--- src/rtl/lde_pkg.sv ---
package lde_pkg;
  typedef enum logic {
    MODE_USB = 1'b0,
    MODE_PS2 = 1'b1
  } det_mode_e;
endpackage

--- src/rtl/lde_sync.sv ---
module lde_sync #(
  parameter int WIDTH  = 3,
  parameter int STAGES = 2
) (
  input  logic             clk_i,
  input  logic             rst_ni,
  input  logic [WIDTH-1:0] d_i,
  input  logic [WIDTH-1:0] rst_val_i,
  output logic [WIDTH-1:0] q_o
);
  logic [WIDTH-1:0] stg_q [STAGES];

  for (genvar s = 0; s < STAGES; s++) begin : g_stg
    always_ff @(posedge clk_i or negedge rst_ni) begin
      if (!rst_ni) stg_q[s] <= rst_val_i;
      else if (s == 0) stg_q[s] <= d_i;
      else stg_q[s] <= stg_q[(s == 0) ? 0 : s-1];
    end
  end

  assign q_o = stg_q[STAGES-1];
endmodule

--- src/rtl/lde_tick.sv ---
module lde_tick #(
  parameter int TICK_CYC = 1536
) (
  input  logic clk_i,
  input  logic rst_ni,
  output logic tick_o
);
  localparam int DW = (TICK_CYC > 2) ? $clog2(TICK_CYC) : 1;
  localparam logic [DW-1:0] LAST = DW'(TICK_CYC - 1);

  logic [DW-1:0] div_q;

  always_ff @(posedge clk_i or negedge rst_ni) begin
    if (!rst_ni)            div_q <= '0;
    else if (div_q == LAST) div_q <= '0;
    else                    div_q <= div_q + 1'b1;
  end

  assign tick_o = (div_q == LAST);
endmodule

--- src/rtl/lde_qual.sv ---
module lde_qual #(
  parameter int QUAL_TICKS = 2,
  localparam int CW = $clog2(QUAL_TICKS + 1)
) (
  input  logic          clk_i,
  input  logic          rst_ni,
  input  logic          flush_i,
  input  logic          cond_i,
  input  logic          tick_i,
  output logic [CW-1:0] cnt_o,
  output logic          qual_o,
  output logic          rise_o
);
  localparam logic [CW-1:0] FULL = CW'(QUAL_TICKS);

  logic [CW-1:0] cnt_q;

  always_ff @(posedge clk_i or negedge rst_ni) begin
    if (!rst_ni)                 cnt_q <= '0;
    else if (flush_i || !cond_i) cnt_q <= '0;
    else if (tick_i && cnt_q != FULL) cnt_q <= cnt_q + 1'b1;
  end

  assign cnt_o  = cnt_q;
  assign qual_o = (cnt_q == FULL);
  // counter about to saturate: qualification reached on this edge
  assign rise_o = tick_i && cond_i && !flush_i && (cnt_q == FULL - 1'b1);
endmodule

--- src/rtl/bus_act_det.sv ---
module bus_act_det
  import lde_pkg::*;
#(
  parameter int TICK_CYC   = 1536,
  parameter int QUAL_TICKS = 2,
  localparam int CW = $clog2(QUAL_TICKS + 1)
) (
  input  logic clk_i,
  input  logic rst_ni,
  input  logic mode_i,
  input  logic dp_i,
  input  logic dm_i,
  input  logic sdata_i,
  input  logic clr_i,
  output logic irq_o,
  output logic pend_o
);
  logic [2:0]    line_s;
  logic          tick;
  logic          cond;
  logic          mode_chg;
  logic          qual;
  logic          rise;
  logic          fire;
  logic [CW-1:0] cnt;
  det_mode_e     mode_q;
  logic          irq_q, pend_q;

  lde_sync #(.WIDTH(3), .STAGES(2)) u_sync (
    .clk_i     (clk_i),
    .rst_ni    (rst_ni),
    .d_i       ({sdata_i, dm_i, dp_i}),
    .rst_val_i (3'b111),
    .q_o       (line_s)
  );

  lde_tick #(.TICK_CYC(TICK_CYC)) u_tick (
    .clk_i  (clk_i),
    .rst_ni (rst_ni),
    .tick_o (tick)
  );

  always_ff @(posedge clk_i or negedge rst_ni) begin
    if (!rst_ni) mode_q <= MODE_USB;
    else         mode_q <= det_mode_e'(mode_i);
  end

  assign mode_chg = (mode_i != mode_q);
  assign cond = (mode_q == MODE_PS2) ? !line_s[2] : (!line_s[0] && !line_s[1]);

  lde_qual #(.QUAL_TICKS(QUAL_TICKS)) u_qual (
    .clk_i   (clk_i),
    .rst_ni  (rst_ni),
    .flush_i (mode_chg),
    .cond_i  (cond),
    .tick_i  (tick),
    .cnt_o   (cnt),
    .qual_o  (qual),
    .rise_o  (rise)
  );

  // PS/2 fires on qualification; USB fires when a qualified SE0 ends
  assign fire = (mode_q == MODE_PS2) ? rise : (qual && !cond && !mode_chg);

  always_ff @(posedge clk_i or negedge rst_ni) begin
    if (!rst_ni) begin
      irq_q  <= 1'b0;
      pend_q <= 1'b0;
    end else begin
      irq_q  <= fire;
      pend_q <= fire || (pend_q && !clr_i);
    end
  end

  assign irq_o  = irq_q;
  assign pend_o = pend_q;
endmodule

--- config.mk ---
export PLATFORM = sky130hd
export DESIGN_NAME = bus_act_det
export DESIGN_NICKNAME = d
export VERILOG_FILES = /design/src/rtl/lde_pkg.sv /design/src/rtl/lde_sync.sv /design/src/rtl/lde_tick.sv /design/src/rtl/lde_qual.sv /design/src/rtl/bus_act_det.sv
export SDC_FILE = /design/constraint.sdc
export NUM_CORES = 1
export LEC_CHECK = 0
export ABC_AREA = 1
export BUFFER_PORTS_ARGS = -buffer_cell sky130_fd_sc_hd__buf_2
export CAP_MARGIN = 30
export CORE_UTILIZATION = 35
export CTS_BUF_LIST = sky130_fd_sc_hd__clkbuf_4 sky130_fd_sc_hd__clkbuf_8 sky130_fd_sc_hd__clkbuf_16
export CTS_CLUSTER_DIAMETER = 100
export CTS_CLUSTER_SIZE = 30
export DETAILED_ROUTE_END_ITERATION = 7
export HOLD_SLACK_MARGIN = 0.15
export PLACE_DENSITY = 0.54
export SLEW_MARGIN = 20
export SYNTH_ARGS = -nofsm -noshare
export SYNTH_HDL_FRONTEND = slang
export SYNTH_SLANG_ARGS = --single-unit
--- constraint.sdc ---
create_clock -name clk_i -period 3.4 [get_ports clk_i]
set_input_delay 0.85 -clock clk_i [delete_from_list [all_inputs] [get_ports clk_i]]
set_output_delay 0.85 -clock clk_i [all_outputs]
set_load 0.02 [all_outputs]
==> flow_metrics.tcl, run 1 <==
set metrics [dict create \
    synth_area_sq_um 1040 \
    internal_power_mw 0.332 \
    path_clk_slew_ns 0.13 \
    path_buf_inv 1 \
    die-area_sq_um 3190 \
    ctsRootBufferMaster "clkbuf_4" \
    sequentialPowerShare_pct 64.7 \
    setup_viol 0 \
    max_cap_violations 0 \
    worst_hold_slack_ns 0.362 \
    grt_pass1_wl_microns 2780 \
    ir_drop_mv 0.312 \
    antenna_cells 0 \
    fin_tns_setup_ns 0 \
    hold_viol 0 \
    required_ns 2.55 \
    clockPowerShare_pct 30.2 \
    power_density_nw_per_um2 369 \
    synth_seq_cells 22 \
    die_w_microns 56.5 \
    fin_crit_sh_pct 50.2 \
    ctsResizeCount 0 \
    leakagePower_nw 0.604 \
    nFillCells 277 \
    ant_nets 0 \
    synth-warning-count 0 \
    rsz0062_at_grt "no" \
    post-route-min-period_ns 1.71 \
    grt_max_degree 23 \
    nets 132 \
    ys_seq_area_share_pct 53.7 \
    skew_ns 0.0211 \
    cp_slowest_cell "dfrtp_1" \
    die_h_microns 56.5 \
    io_pins 9 \
    worst_slew_pin_slew_ns 0.480 \
    core_area_sq_um 2780 \
    antenna_found_initial 0 \
    drcViolationCount 0 \
    vias 699 \
    grt_pass1_vias 670 \
    slew_headroom_pct 68.0 \
    grt_usage_pct 11.3 \
    arrival_ns 0.86 \
    crit_chain "buf_2" \
    max_freq_mhz 585 \
    netlist-cell-type-count 21 \
    cts_buffers 3 \
    outcome "completed" \
    critPathCaptureType "primary output" \
    sw_frac_of_total_pct 21.8 \
    worstHoldPathType "flop to flop" \
    cts_tree "yes" \
    combinationalPowerShare_pct 5.1 \
    slew_violations 0 \
    critPathTopFamily "flip-flops" \
    cp-start-kind "flop" \
    postCtsSetupBuffers 0 \
    initial_core_util_pct 37.4 \
    firstDrtPassIters 4 \
    overflow 0 \
    cts_buffer_depth 2 \
    syn_nets 119 \
    synthToLayoutAreaGrowth_pct 10.5 \
    routedWlPerCell_microns 9.98 \
    critPathMaxStageDelay_ns 0.39 \
    io_buffers 8 \
    syn_area_per_cell_sq_um 9.54 \
    cp_max_fo 2 \
    routed_wl_microns 1520 \
    final_layout_size_suffix_gt1_share_pct 24.0 \
    dp_hpwl_microns 1160 \
    placementRows 19 \
    cts_hold_buf 0 \
    cts_sinks 22 \
    place_congestion 0.782 \
    clk_latency_ns 0.31 \
    htree_levels 1 \
    via_per_inst 4.60 \
    drt_iter0_drc 18 \
    worstSetupPathType "flop to primary output" \
    p_sw_mw 0.0925 \
    synthCells 109 \
]
## worst paths after layout
check	slack, ns	end	startpoint	depth (start not counted)
min	0.36	u_sync.q_o[1]	u_sync.stg_q[4]	0
max in group asynchronous	2.55	u_sync.stg_q[5]	rst_ni	1
max reg2reg	2.08	u_tick.div_q[7]	u_tick.div_q[0]	6
min reg2reg	0.36	u_sync.q_o[1]	u_sync.stg_q[4]	0
max	1.69	pend_o	pend_o	1
min in group asynchronous	0.47	u_tick.div_q[6]	rst_ni	1
## layout make-up
cell class	instances	area (sq um)	area share, %
Inverter	18	67.6	5.88
Clock buffer	4	30.0	2.61
Multi-Input combinational cell	69	414	36.1
Tap cell	31	38.8	3.38
Sequential cell	22	558	48.6
Timing Repair Buffer	8	40.0	3.49
## power groups by stage
stage,registers [mW],logic (mW),clock network (mW)
detailed placement,0.279,0.0226,0
CTS,0.275,0.0226,0.138
floorplan,0.279,0.0111,0
finish,0.274,0.0218,0.128
global placement,0.279,0.0224,0
global route,0.275,0.0259,0.144
## synthesized netlist by cell type
cell type,n,share of area (%)
nand4_1,2,1.2
o21ai_1,1,0.48
nand3_2,1,0.96
nand2_2,3,1.8
nor2_1,17,6.1
o21ai_0,1,0.48
a31oi_1,1,0.60
a21oi_1,2,0.96
nand2_1,19,6.9
dfrtp_1,16,39
xor2_1,3,2.5
nand3_1,8,3.9
nor2_8,1,1.9
nor2_4,3,3.2
o211ai_2,1,1.2
xnor2_1,1,0.84
nand4_4,1,2.0
ha_1,3,3.6
inv_1,18,6.5
dfstp_2,6,15
nand2_4,1,1.1
## kinds of logic (layout without fill, tap and decap cells)
group | Yosys count | count (layout) | share of synthesized area, %
AOI/OAI and AO/OA | 6 | 6 | 3.73
xor gates and xnor gates | 4 | 4 | 3.37
adders and majority gates | 3 | 3 | 3.61
buffers and inverters | 18 | 30 | 6.50
DFF | 22 | 22 | 53.7
and+or+nand+nor | 56 | 56 | 29.1
## per-stage QoR
stage | setup slack, ns | power, mW | instance area (sq um) | util [%] | std cells
after detailed placement | 1.73 | 0.302 | 1120 | 40.2 | 148
after global placement | 1.77 | 0.301 | 1120 | 40.2 | 148
after CTS | 1.68 | 0.435 | 1150 | 41.3 | 152
final | 1.69 | 0.424 | 1150 | 41.3 | 152
after floorplan | 1.94 | 0.290 | 1040 | - | 109
after global routing | 1.65 | 0.446 | 1150 | 41.3 | 152
## sequential cells by signal, summed over array words and instances, names as in the netlist
| register | cells |
|---|---|
| u_sync.stg_q | 3 |
| irq_o | 1 |
| u_sync.q_o | 3 |
| u_qual.cnt_o | 2 |
| pend_o | 1 |
| mode_q | 1 |
| u_tick.div_q | 11 |
## layout by cell type, fill, tap and decap left out
master,instances
inv_1,18
nand2_1,19
nand2_2,3
nand4_4,1
dfstp_2,6
xnor2_1,1
nor2_1,17
nand3_2,1
dfrtp_1,16
buf_2,8
a31oi_1,1
nor2_8,1
o21ai_1,1
o211ai_2,1
nand3_1,8
xor2_1,3
a21oi_1,2
clkbuf_4,4
nand4_1,2
o21ai_0,1
ha_1,3
nand2_4,1
nor2_4,3
## layer usage
| metal | global-route usage [%] | wire (microns) | vias to the layer above |
|---|---|---|---|
| met5 | 0 | 0 | - |
| met4 | 2.09 | 13 | 0 |
| met3 | 4.84 | 60 | 2 |
| met2 | 18.8 | 746 | 10 |
| met1 | 13.7 | 697 | 327 |
| li1 | - | - | 360 |
(Power assumes the default switching activity.)
==> run 2, diff against run 1 <==
--- a/config.mk
+++ b/config.mk
@@ -5,7 +5,7 @@
 export SDC_FILE = /design/constraint.sdc
 export NUM_CORES = 1
 export LEC_CHECK = 0
-export ABC_AREA = 1
+export ABC_AREA = 0
 export BUFFER_PORTS_ARGS = -buffer_cell sky130_fd_sc_hd__buf_2
 export CAP_MARGIN = 30
 export CORE_UTILIZATION = 35
@@ -14,7 +14,7 @@
 export CTS_CLUSTER_SIZE = 30
 export DETAILED_ROUTE_END_ITERATION = 7
 export HOLD_SLACK_MARGIN = 0.15
-export PLACE_DENSITY = 0.54
+export PLACE_DENSITY = 0.56
 export SLEW_MARGIN = 20
 export SYNTH_ARGS = -nofsm -noshare
 export SYNTH_HDL_FRONTEND = slang
==> constraint.sdc (replaced) <==
create_clock -name clk_i -period 1.55 [get_ports clk_i]
set_input_delay 0.3875 -clock clk_i [delete_from_list [all_inputs] [get_ports clk_i]]
set_output_delay 0.3875 -clock clk_i [all_outputs]
set_load 0.02 [all_outputs]
==> run 2 against run 1 <==
Clock power rose to 3.4 times the previous value. Worst hold slack worse by 0.14 ns. Final area up 8.0%. Die area down 6.5%. Sequential power up 120%. Synthesized cell count down 26%. Sequential cell count unchanged. Area after synthesis down 6.7%. Critical path type is now flop to flop. Largest power group unchanged.
==> flow_metrics.tcl, run 2 <==
set metrics [dict create \
    firstDrtPassIters 4 \
    htree_levels 1 \
    vias 705 \
    synth_top_area_share_pct 41.3 \
    hold_viol 0 \
    place_congestion 0.796 \
    internal_power_mw 0.864 \
    drcViolationCount 0 \
    grt_pass1_vias 658 \
    cp_max_fo 5 \
    routedWlPerCell_microns 12.7 \
    final_common_cell "dfrtp_1" \
    cts_sinks 22 \
    cts_buffers 3 \
    preCtsSetupSlack_ns 0.0740 \
    antenna_found_initial 0 \
    synth_top_cells_by_area "dfrtp_1 41%, dfstp_2 16%, ha_1 3.9%" \
    p_sw_mw 0.197 \
    yosys.area.top_type "dfrtp_1" \
    io_pins 9 \
    largest_reg_flops 11 \
    io_buffers 8 \
    arrival_ns 1.76 \
    async_reset_ff_share_pct 100 \
    setup_viol 0 \
    post-route-min-period_ns 1.52 \
    netlist-cell-type-count 31 \
    final_cell_mix "16 x dfrtp_1, 11 x buf_4, 8 x buf_2" \
    post_layout_nonfiller_instances 138 \
    overflow 0 \
    final_area_sq_um 1240 \
    rsz0062_at_grt "yes" \
    required_ns 1.79 \
    core_area_sq_um 2540 \
    max_freq_mhz 658 \
    cts_tree "yes" \
    antenna_cells 0 \
    min-delay-start "mode_i" \
    path_buf_inv 1 \
    synth-warning-count 0 \
    crit_chain "ha_2 -> buf_6 -> nand4_1 -> nor4_4 -> mux2i_1" \
    initial_core_util_pct 38.1 \
    synth_edf_count 0 \
    ant_nets 0 \
    sequentialPowerShare_pct 55.9 \
    placementRows 18 \
    synthCells 81 \
    routed_wl_microns 1760 \
    ys_seq_area_share_pct 57.5 \
    synthToLayoutAreaGrowth_pct 27.9 \
    dp_hpwl_microns 1190 \
    sw_frac_of_total_pct 18.5 \
    ctsRootBufferMaster "clkbuf_4" \
    worstHoldPathType "primary input to flop" \
    combinationalPowerShare_pct 2.9 \
    placed_area_sq_um 1090 \
    area.sequential_sq_um 558 \
    synth_area_sq_um 970 \
    drt_iter0_drc 7 \
    grt_pass1_wl_microns 2830 \
    timing.final.ws_setup_ns 0.0305 \
    multi_input_area_sq_um 403 \
    critPathTopFamily "simple AND/OR/NAND/NOR gates" \
    regMostFlops "u_tick.div_q" \
    skew_ns 0.00161 \
    syn_area_per_cell_sq_um 12.0 \
    cp-start-kind "flop" \
    r2r-start "u_tick.div_q[0]" \
    worst_slew_pin_slew_ns 0.520 \
    yosys-top-cells-count "16 x dfrtp_1, 7 x nand3_1, 6 x dfstp_2" \
    nFillCells 220 \
    nets 119 \
    yosysMostFrequentCell "dfrtp_1" \
    slew_violations 0 \
    cp_slowest_cell "dfrtp_1" \
    final_layout_size_suffix_gt1_share_pct 33.3 \
    ir_drop_mv 0.559 \
    fin_crit_sh_pct 98.0 \
    power_density_nw_per_um2 856 \
    critPathMaxStageDelay_ns 0.38 \
    cts_buffer_depth 2 \
    via_per_inst 5.11 \
    critPathCaptureType "flop" \
    slew_headroom_pct 65.0 \
    die_h_microns 54.6 \
    path_clk_slew_ns 0.12 \
    grt_max_degree 23 \
    die-area_sq_um 2980 \
    startpoint "u_tick.div_q[0]" \
    worst_hold_slack_ns 0.218 \
    ys.flop_type "dfrtp_1" \
    max_cap_violations 0 \
    die_w_microns 54.6 \
    clockPowerShare_pct 41.2 \
    dp_cells 125 \
    leakagePower_nw 0.524 \
    synth_seq_cells 22 \
    clk_latency_ns 0.31 \
    grt_usage_pct 14.0 \
    worstSetupPathType "flop to flop" \
    outcome "completed" \
    syn_nets 91 \
]
## run 2: cell types whose count changed after synthesis, sizes merged, moves of 3 or more
cell	delta
inv	-14
nand2	-18
nor2	-18
nor4	+3
o21ai	+3
## run 2: per-stage QoR
stage	power, mW	utilization [%]	setup TNS, ns
3_3_place_gp	0.627	43.0	0
4_1_cts	1.07	45.9	0
3_5_place_dp	0.628	43.0	0
6_report	1.06	48.7	0
5_1_grt	1.11	48.7	-0.162
2_1_floorplan	0.606	-	0
## run 2: cell families after synthesis
kind of cell    after synthesis  synth area share, %
compound gates               12                 8.52
xor+xnor                      5                 4.52
fa+ha+maj                     3                 3.87
buf+inv                       5                 2.06
flops                        22                 57.5
mux                           3                 3.23
simple gates                 31                 20.3
## run 2: per-layer routing
layer / part of all wire (%) / GRT usage, % / wire length (microns) / up-vias
met5: 0 / 0 / 0 / -
met4: 0.97 / 5.13 / 17 / 0
met3: 3.4 / 5.00 / 59 / 2
met2: 49 / 23.1 / 858 / 10
met1: 47 / 16.6 / 824 / 345
li1: - / - / - / 348
## run 2: path summary, 6_finish.rpt
path / endpoint / slack, ns / cells after the start
setup / recovery: u_qual.cnt_o[0] / 0.03 / 5
hold / removal: mode_q / 0.22 / 1
setup reg to reg: u_qual.cnt_o[0] / 0.03 / 5
hold reg to reg: u_sync.q_o[0] / 0.37 / 0
max in group asynchronous: u_sync.q_o[2] / 0.64 / 2
min in group asynchronous: u_tick.div_q[5] / 0.55 / 2
## run 2: final cells by class
type	instances	share of cell area, %
clock inverters	1	2.42
clock buffers	3	1.82
well taps	30	3.03
multi-input cells	54	32.5
flip-flops and latches	22	45.0
repair buffers	24	14.0
inverters	4	1.21
## run 2: power groups by stage
stage                     sequential (mW)  clock [mW]  combinational (mW)
final                               0.593       0.438              0.0303
after global routing                0.595       0.476              0.0351
after CTS                           0.593       0.450              0.0278
after detailed placement            0.604           0              0.0241
after global placement              0.604           0              0.0233
after floorplan                     0.603           0             0.00358
## run 2: worst reg2reg max path, cell delays in order, from the launching register on
cell and delay [ns]:
dfrtp_1 0.38, ha_2 0.19, buf_6 0.11, nand4_1 0.17
nor4_4 0.38, mux2i_1 0.23
## run 2: timing repair
item | CTS | global route
setup endpoints to repair | 0 | 4
hold endpoints to repair | 17 | 2
hold buffers | 2 | 2
gates resized for setup | 0 | 3
buffers inserted | 0 | 5
